### config.mk
export PLATFORM = sky130hd
export DESIGN_NAME = lsrx_rx
export DESIGN_NICKNAME = d
export VERILOG_FILES = /design/src/rtl/lsrx_pkg.sv /design/src/rtl/lsrx_phase.sv /design/src/rtl/lsrx_nrzi.sv /design/src/rtl/lsrx_rx.sv
export SDC_FILE = /design/constraint.sdc
export NUM_CORES = 1
export LEC_CHECK = 0
export ABC_AREA = 1
export ABC_CLOCK_PERIOD_IN_PS = 1750
export BUFFER_PORTS_ARGS = -buffer_cell sky130_fd_sc_hd__buf_2
export CAP_MARGIN = 10
export CORE_UTILIZATION = 55
export CTS_BUF_LIST = sky130_fd_sc_hd__clkbuf_4
export DETAILED_ROUTE_END_ITERATION = 10
export PLACE_DENSITY_LB_ADDON = 0.05
export SYNTH_ARGS = -nofsm -noshare
export SYNTH_HDL_FRONTEND = slang
export SYNTH_SLANG_ARGS = --single-unit
### constraint.sdc
create_clock -name clk -period 1.75 [get_ports clk]
set_clock_uncertainty 0.15 [all_clocks]
set_input_delay 0.35 -clock clk [delete_from_list [all_inputs] [get_ports clk]]
set_output_delay 0.35 -clock clk [all_outputs]
set_load 0.1 [all_outputs]
### src/rtl/lsrx_pkg.sv
package lsrx_pkg;
   typedef enum logic [1:0] {
      ST_IDLE  = 2'd0,
      ST_SYNC  = 2'd1,
      ST_DATA  = 2'd2,
      ST_DRAIN = 2'd3
   } rx_state_t;
endpackage

### src/rtl/lsrx_phase.sv
// Bit timing: edge detect on D+ and a sample-phase counter that
// realigns on every D+ transition and strobes at mid-bit.
module lsrx_phase #(
   parameter int OVS = 4
) (
   input  logic clk,
   input  logic rst_n,
   input  logic smp_en,
   input  logic dp,
   input  logic run,
   output logic trig,
   output logic bit_stb
);
   localparam int             CW   = $clog2(OVS);
   localparam logic [CW-1:0]  MID  = CW'(OVS / 2);
   localparam logic [CW-1:0]  LAST = CW'(OVS - 1);
   localparam logic [CW-1:0]  ONE  = CW'(1);

   logic          dp_q;
   logic [CW-1:0] ph;
   logic          dp_edge;

   assign dp_edge = smp_en && (dp != dp_q);
   assign trig    = smp_en && dp && !dp_q;
   assign bit_stb = smp_en && run && !dp_edge && (ph == MID);

   always_ff @(posedge clk) begin
      if (!rst_n) begin
         dp_q <= 1'b0;
         ph   <= '0;
      end else if (smp_en) begin
         dp_q <= dp;
         if (dp != dp_q)
            ph <= ONE;
         else if (!run || ph == LAST)
            ph <= '0;
         else
            ph <= ph + ONE;
      end
   end
endmodule

### src/rtl/lsrx_nrzi.sv
// NRZI decode with stuffed-bit removal and stuff-violation detect.
module lsrx_nrzi #(
   parameter int RUN = 6
) (
   input  logic clk,
   input  logic rst_n,
   input  logic load,
   input  logic stb,
   input  logic level,
   output logic dbit_vld,
   output logic dbit,
   output logic stuff_err
);
   localparam int RW = $clog2(RUN + 1);

   logic          prev;
   logic [RW-1:0] ones;
   logic          same;
   logic          stuff_due;

   assign same      = (level == prev);
   assign stuff_due = (ones == RW'(RUN));
   assign dbit      = same;
   assign dbit_vld  = stb && !stuff_due;
   assign stuff_err = stb && stuff_due && same;

   always_ff @(posedge clk) begin
      if (!rst_n) begin
         prev <= 1'b1;
         ones <= '0;
      end else if (load) begin
         prev <= 1'b1;
         ones <= RW'(1);
      end else if (stb) begin
         prev <= level;
         ones <= (same && !stuff_due) ? ones + RW'(1) : '0;
      end
   end
endmodule

### src/rtl/lsrx_rx.sv
module lsrx_rx
   import lsrx_pkg::*;
#(
   parameter  int OVS       = 4,
   parameter  int BUF_BYTES = 8,
   parameter  int FS_BITS   = 3,
   parameter  int STUFF_RUN = 6,
   localparam int LEN_W     = $clog2(BUF_BYTES + 1)
) (
   input  logic             clk,
   input  logic             rst_n,
   input  logic             smp_en,
   input  logic             line_dp,
   input  logic             line_dm,
   output logic             wr_stb,
   output logic [7:0]       wr_byte,
   output logic             done_stb,
   output logic [LEN_W-1:0] done_len,
   output logic             drop_stb
);
   localparam int               FW      = $clog2(FS_BITS + 1);
   localparam logic [FW-1:0]    FS_LAST = FW'(FS_BITS - 1);
   localparam logic [LEN_W-1:0] LIMIT   = LEN_W'(BUF_BYTES);

   // elaboration-time parameter checks
   if (OVS < 3) begin : g_bad_ovs
      $error("lsrx_rx: OVS must be at least 3");
   end
   if (FS_BITS < 2) begin : g_bad_fs
      $error("lsrx_rx: FS_BITS must be at least 2");
   end
   if (BUF_BYTES < 1) begin : g_bad_buf
      $error("lsrx_rx: BUF_BYTES must be at least 1");
   end
   if (STUFF_RUN < 1) begin : g_bad_run
      $error("lsrx_rx: STUFF_RUN must be at least 1");
   end

   rx_state_t        st;
   logic             trig, bstb, se0;
   logic             syn_prev, se0_seen;
   logic [FW-1:0]    zrun;
   logic [2:0]       bcnt;
   logic [7:0]       shreg;
   logic [LEN_W-1:0] nbytes;
   logic             dec_stb, dec_load, dvld, dbit, serr;

   assign se0      = !line_dp && !line_dm;
   assign dec_stb  = bstb && (st == ST_DATA) && !se0 && !se0_seen;
   assign dec_load = bstb && (st == ST_SYNC) && line_dp && syn_prev;

   lsrx_phase #(.OVS(OVS)) u_phase (
      .clk     (clk),
      .rst_n   (rst_n),
      .smp_en  (smp_en),
      .dp      (line_dp),
      .run     (st != ST_IDLE),
      .trig    (trig),
      .bit_stb (bstb)
   );

   lsrx_nrzi #(.RUN(STUFF_RUN)) u_nrzi (
      .clk       (clk),
      .rst_n     (rst_n),
      .load      (dec_load),
      .stb       (dec_stb),
      .level     (line_dp),
      .dbit_vld  (dvld),
      .dbit      (dbit),
      .stuff_err (serr)
   );

   always_ff @(posedge clk) begin
      if (!rst_n) begin
         st       <= ST_IDLE;
         syn_prev <= 1'b0;
         se0_seen <= 1'b0;
         zrun     <= '0;
         bcnt     <= '0;
         shreg    <= '0;
         nbytes   <= '0;
         wr_stb   <= 1'b0;
         wr_byte  <= '0;
         done_stb <= 1'b0;
         done_len <= '0;
         drop_stb <= 1'b0;
      end else begin
         wr_stb   <= 1'b0;
         done_stb <= 1'b0;
         drop_stb <= 1'b0;
         case (st)
            ST_IDLE: begin
               if (trig) begin
                  st       <= ST_SYNC;
                  syn_prev <= 1'b0;
                  zrun     <= '0;
               end
            end
            ST_SYNC: begin
               if (bstb) begin
                  syn_prev <= line_dp;
                  if (line_dp) begin
                     zrun <= '0;
                     if (syn_prev) begin
                        st       <= ST_DATA;
                        bcnt     <= '0;
                        nbytes   <= '0;
                        se0_seen <= 1'b0;
                     end
                  end else if (zrun == FS_LAST) begin
                     st <= ST_IDLE;
                  end else begin
                     zrun <= zrun + FW'(1);
                  end
               end
            end
            ST_DATA: begin
               if (bstb) begin
                  if (se0) begin
                     if (se0_seen) begin
                        done_stb <= 1'b1;
                        done_len <= nbytes;
                        st       <= ST_IDLE;
                     end else begin
                        se0_seen <= 1'b1;
                     end
                  end else if (se0_seen) begin
                     drop_stb <= 1'b1;
                     st       <= ST_IDLE;
                  end else if (serr) begin
                     drop_stb <= 1'b1;
                     se0_seen <= 1'b0;
                     st       <= ST_DRAIN;
                  end else if (dvld) begin
                     shreg <= {dbit, shreg[7:1]};
                     bcnt  <= bcnt + 3'd1;
                     if (bcnt == 3'd7) begin
                        if (nbytes == LIMIT) begin
                           drop_stb <= 1'b1;
                           se0_seen <= 1'b0;
                           st       <= ST_DRAIN;
                        end else begin
                           wr_stb  <= 1'b1;
                           wr_byte <= {dbit, shreg[7:1]};
                           nbytes  <= nbytes + LEN_W'(1);
                        end
                     end
                  end
               end
            end
            ST_DRAIN: begin
               if (bstb) begin
                  if (se0)
                     se0_seen <= 1'b1;
                  else if (se0_seen)
                     st <= ST_IDLE;
               end
            end
            default: st <= ST_IDLE;
         endcase
      end
   end
endmodule

-- Yosys cells after proc, flatten, opt, wreduce, memory -nomap -nowiden
Cells that the tools add are included.
- register bits: 43
- input port bits: 5
- output and inout port bits: 15
- word-level logic and storage cells: 171
- add/sub/neg operators: 5
- eq/ne operators: 31
- mux-type cells: 64
- bitwise operators: 9
- reduce and logical (&&, ||, !) cells: 45
- operator list (operator ; count):
    2-bit two-way mux ; 21
    4-bit two-way mux ; 10
    3-bit two-way mux ; 9
    2-bit inequality test (second input constant) ; 13
    1-bit two-way mux ; 18
    1-bit logical AND ; 17
    4-bit AND reduction ; 3
    11-bit AND reduction ; 1
    2-bit == test (second input constant) ; 5
    5-bit by 4-bit inequality test with 1-bit output (second input constant) ; 2
    10-bit AND reduction ; 1
    1-bit NOT ; 9
    9-bit AND reduction ; 1
    1-bit zero test ; 8
    2-bit one-hot mux with 4 select lines ; 1
    4-bit one-hot mux with 2 select lines ; 1
    8-bit AND reduction ; 1
    2-bit nonzero test ; 4
    8-bit OR reduction ; 1
    7-bit AND reduction ; 1
    3-bit by 1-bit adder with 3-bit output (second input constant) ; 2
    3-bit == test (second input constant) ; 2
    3-bit inequality test (second input constant) ; 2
    3-bit one-hot mux with 2 select lines ; 1
    19 further kinds ; 20

-- Logic depth before layout (Yosys ltp)
- depth in word-level cells: 15
- mapped depth: 13
- depth with buffers taken out: 13

-- Modules after synthesis
From an unflattened synthesis, not the netlist that was laid out.
- cell total of the unflattened synthesis: 297
- area, all modules: 2075.7 um^2
- by module, submodules not included (module ; times used ; cells each ; area an instance (um^2)):
    lsrx_rx ; 1 ; 235 ; 1645.3
    lsrx_nrzi ; 1 ; 34 ; 245.2
    lsrx_phase ; 1 ; 28 ; 185.2

-- Worst setup path after synthesis
OpenSTA, ideal clock, no wires.
- kind: register to register
- start point: register u_phase.ph[0]
- end point: register st[0]
- data arrival time: 1486 ps
- setup slack: -19 ps
- stages on the path, launching flop included: 14
- path buffers: 0
- clock period less this slack: 1769 ps
- cells stage by stage: dfxtp_1 -> inv_1 -> ha_1 -> nand2_1 -> inv_1 -> nand2_2 -> nor2_8 -> nand2_2 -> nor2_4 -> nand3_1 -> nand2_1 -> nand2_1 -> nand2_1 -> a21oi_1
- longest elaborated chain between the ends: 12
- RTL lines (item ; RTL line ; RTL):
    start, declared ; lsrx_phase.sv:20 ; logic [CW-1:0] ph;
    start signal, assigned ; lsrx_phase.sv:38 ; ph <= ph + ONE;
    2-bit == test (*) ; lsrx_phase.sv:25 ; assign bit_stb = smp_en && run && !dp_edge && (ph == MID);
    1-bit logical AND (*) ; lsrx_phase.sv:25 ;
    1-bit logical AND (3 in a row) ; lsrx_rx.sv:49 ; assign dec_stb = bstb && (st == ST_DATA) && !se0 && !se0_seen;
    1-bit logical AND (2 in a row) ; lsrx_nrzi.sv:25 ; assign stuff_err = stb && stuff_due && same;
    2-bit two-way mux ; lsrx_rx.sv:130 ; end else if (serr) begin
    2-bit two-way mux ; lsrx_rx.sv:127 ; end else if (se0_seen) begin
    2-bit two-way mux ; lsrx_rx.sv:119 ; if (se0) begin
    2-bit two-way mux ; lsrx_rx.sv:118 ; if (bstb) begin
    2-bit one-hot mux with 4 select lines ; lsrx_rx.sv:91 ; case (st)
    end signal, assigned ; lsrx_rx.sv:94 ; st <= ST_SYNC;
    end signal, assigned ; lsrx_rx.sv:123 ; st <= ST_IDLE;
    end signal, assigned ; lsrx_rx.sv:129 ; st <= ST_IDLE;
    end, declared ; lsrx_rx.sv:39 ; rx_state_t st;
Mark *: on every way between the ends. The rest lies on a longest branch, timed or not. The select of a mux whose other input is x is not followed.
A chain may end at the register's enable or synchronous reset.

-- Worst setup path after layout
- start point: register u_phase.ph[0]
- end point: register bcnt[2]
- longest elaborated chain between the ends: 9
- RTL lines (item ; RTL line ; RTL):
    2-bit == test (*) ; lsrx_phase.sv:25 ;
    1-bit logical AND (*) ; lsrx_phase.sv:25 ;
    1-bit logical AND (3 in a row) ; lsrx_rx.sv:49 ;
    1-bit logical AND (2 in a row) ; lsrx_nrzi.sv:25 ;
    2-bit inequality test (no source line) ; n/a ;
    9-bit AND reduction (no source line) (*) ; n/a ;
    end signal, assigned ; lsrx_rx.sv:136 ; bcnt <= bcnt + 3'd1;
    end, declared ; lsrx_rx.sv:43 ; logic [2:0] bcnt;
Mark *: on every way between the ends. The rest lies on a longest branch, timed or not.

==> metrics.txt <==
Synth area leader dfxtp_1; Site Rows 21; actual slew at the worst max-slew pin 0.487 ns; Max VDD drop 860 uV; status finished, violations left; total wire length 4290 um; CP cell instances inv_2 -> ha_4 -> nand2_4 -> nor2_2 -> nand2_1 -> nand2_1 -> nand2_2 -> a21oi_4 -> and2_4 -> nand2_1 -> nand2_1 -> nor2_1; root buffer cell clkbuf_4; Remaining DRCs 0; syn_nets 293; CP Launch Type register; Hold Vio Cnt, Final 0; CP startpoint u_phase.ph[0]; reg2reg path depth 12; flop2flop setup slack -0.02 ns; CTS buffer count 5; die area 3930 um^2; final instance area 2640 um^2; global-route wire length before repair 7620 um; Largest stage delay, worst path 0.34 ns; vias in the first global route 1836; fin util 76.8%; die width 62.7 um; # H-tree levels 2; Top-Level Pins 20; via count 1901; IO Port Bufs 19; layout cell share with drive strength beyond 1 31.5%; DR WL/cell 11.3 um; Fmax 566 MHz; Largest delay share family, worst path simple AND/OR/NAND/NOR gates; initial antenna violation count 0; Final HPWL DP 3040 um; Crit-path slowest cell dfxtp_2; Final Cycle Share 101%; Mapped Area 2020 um^2; core area 3440 um^2; CP Depth 12; yosys warns 0; crit end category register; hold_buf cts 0; Worst R2R End bcnt[2]; Total GRT Usage 24.0%; DR pass1 iterations 4; Max Cap Violations 0; top post-synthesis cells by area dfxtp_1 42%, nand2_1 13%, nor2_1 7.2%; fin. max-slew vios 0; worst-skew pair later-pin latency 0.35 ns; sequential element share of the synthesized area 41.5%; Clock Path Buffers 2; worst path required time 1.86 ns; Slew headroom 67.8%; reg2reg start u_phase.ph[0]; hold-critical path depth 3; synthesized instance count 279; placed cell areas 2370 um^2; post-synth top area share 41.5%; Starting DRT DRC Count 109; RSZ-0062 raised after global routing yes; Power Density 1120 nW/um^2; fillers 283; initial core utilization 58.8%; WP buf/inv 1; DR vias/cell 5.02; leakage 1.22 nW; Crit Path Category reg -> reg; grt ovf 0; Critical Path AT 1.87 ns; failing checks setup timing; chip height 62.7 um; Mapped Avg Cell Area 7.26 um^2; min Tclk post-route 1.77 ns; HP Class in -> reg; Post-DRT Antenna Nets 0; setup ws final -0.0171 ns; CTS tree done; Critical Path Sink bcnt[2]; Layout area overhead 30.5%; Max FO, Critical Path 5; Antenna Cells 0; routability cong. 0.842; clk slew on worst S/H paths 0.12 ns; largest net degree at the start of global routing 21; register bit total from synthesis 42; final setup vio count 3; Sinks on Clock Net 42; nets 346; synth unique cells 28; Worst path most repeated cell nand2_1
==> cell type report <==
| cell class | count | area [um^2] | share of cell area [%] |
|---|---|---|---|
| clock buffers | 5 | 37.5 | 1.42 |
| repair buffers | 51 | 354 | 13.4 |
| clock inverters | 3 | 68.8 | 2.60 |
| multi-input cells | 203 | 1160 | 44.0 |
| flip-flops and latches | 42 | 847 | 32.1 |
| inverters | 29 | 114 | 4.31 |
| well taps | 46 | 57.6 | 2.18 |
==> sequential cells by signal, summed over array words and instances (netlist names) <==
name,flops
st,2
u_nrzi.ones,3
wr_stb,1
drop_stb,1
u_phase.ph,2
shreg,7
syn_prev,1
done_stb,1
done_len,4
u_phase.dp_q,1
bcnt,3
u_nrzi.prev,1
wr_byte,8
se0_seen,1
zrun,2
nbytes,4
==> report_power, final <==
| group | internal (mW) | switching (mW) | leakage, nW |
|---|---|---|---|
| registers | 1.05 | 0.0773 | 0.341 |
| logic | 0.462 | 0.606 | 0.822 |
| clock network | 0.447 | 0.319 | 0.0554 |
==> layer usage <==
| metal | GRT usage, % | vias up | share of wire (%) |
|---|---|---|---|
| met1 | 29.8 | 855 | 48 |
| met2 | 42.3 | 27 | 48 |
| met5 | 0 | - | 0 |
| li1 | - | 1015 | - |
| met4 | 6.69 | 0 | 0.96 |
| met3 | 4.38 | 4 | 3.0 |
==> cells in the final DEF (no fill, tap or decap), drive strengths merged <==
master  instances
xor2            1
a21oi          28
nor2           43
bufinv          2
a31oi           1
nor3            2
nand2          73
xnor2           1
ha              9
dfxtp          42
o22ai           1
clkinv          1
nand4           6
and2            1
a211oi          1
a221oi          1
buf            51
o21ai          19
nand3          13
clkbuf          5
inv            29
o211ai          3
==> timing repair <==
action	CTS	global route
gates resized for setup	18	27
pin swaps	13	15
setup buffers	3	1
endpoints found under the setup margin	14	30
==> through the flow <==
stage	hold slack, ns	setup TNS [ns]	std cells	total power, mW	setup slack, ns
floorplan	0.288	-0.0372	279	1.74	-0.0186
global placement	0.297	-0.714	367	2.04	-0.0785
detailed placement	0.303	-1.80	367	2.04	-0.149
CTS	0.126	-0.100	378	2.85	-0.0368
global route	0.149	-2.61	379	3.16	-0.147
finish	0.149	-0.0243	379	2.96	-0.0171
==> cells by family after synthesis <==
group                      after synthesis  share of synthesized area [%]
AOI/OAI and AO/OA                       54                           14.7
xor gates and xnor gates                 2                          0.865
DFF                                     42                           41.5
buffers and inverters                   34                           6.49
and+or+nand+nor                        138                           30.8
adders and majority gates                9                           5.56
==> cell usage after synthesis (all sizes together) <==
| library cell | n |
|---|---|
| nand2 | 73 |
| nor2 | 43 |
| dfxtp | 42 |
| inv | 29 |
| a21oi | 28 |
| o21ai | 19 |
| nand3 | 13 |
| ha | 9 |
| nand4 | 6 |
| clkbuf | 4 |
| o211ai | 3 |
| nor3 | 2 |
| a211oi | 1 |
| a221oi | 1 |
| a31oi | 1 |
| and2 | 1 |
| buf | 1 |
| o22ai | 1 |
| xnor2 | 1 |
| xor2 | 1 |
==> tightest hold or removal path, stage by stage <==
cell	delay, ns
buf_2	0.13
nand2_1	0.08
a21oi_1	0.06
==> worst min path at each step <==
stage,start,to,slack (ns)
floorplan,u_nrzi.ones[2],u_nrzi.ones[2],0.29
global placement,zrun[0],zrun[0],0.30
detailed placement,zrun[0],zrun[0],0.30
CTS,smp_en,u_phase.dp_q,0.13
finish,smp_en,u_phase.dp_q,0.15
global route,smp_en,u_phase.dp_q,0.15
Note: power is estimated with default switching activity, not from simulation.
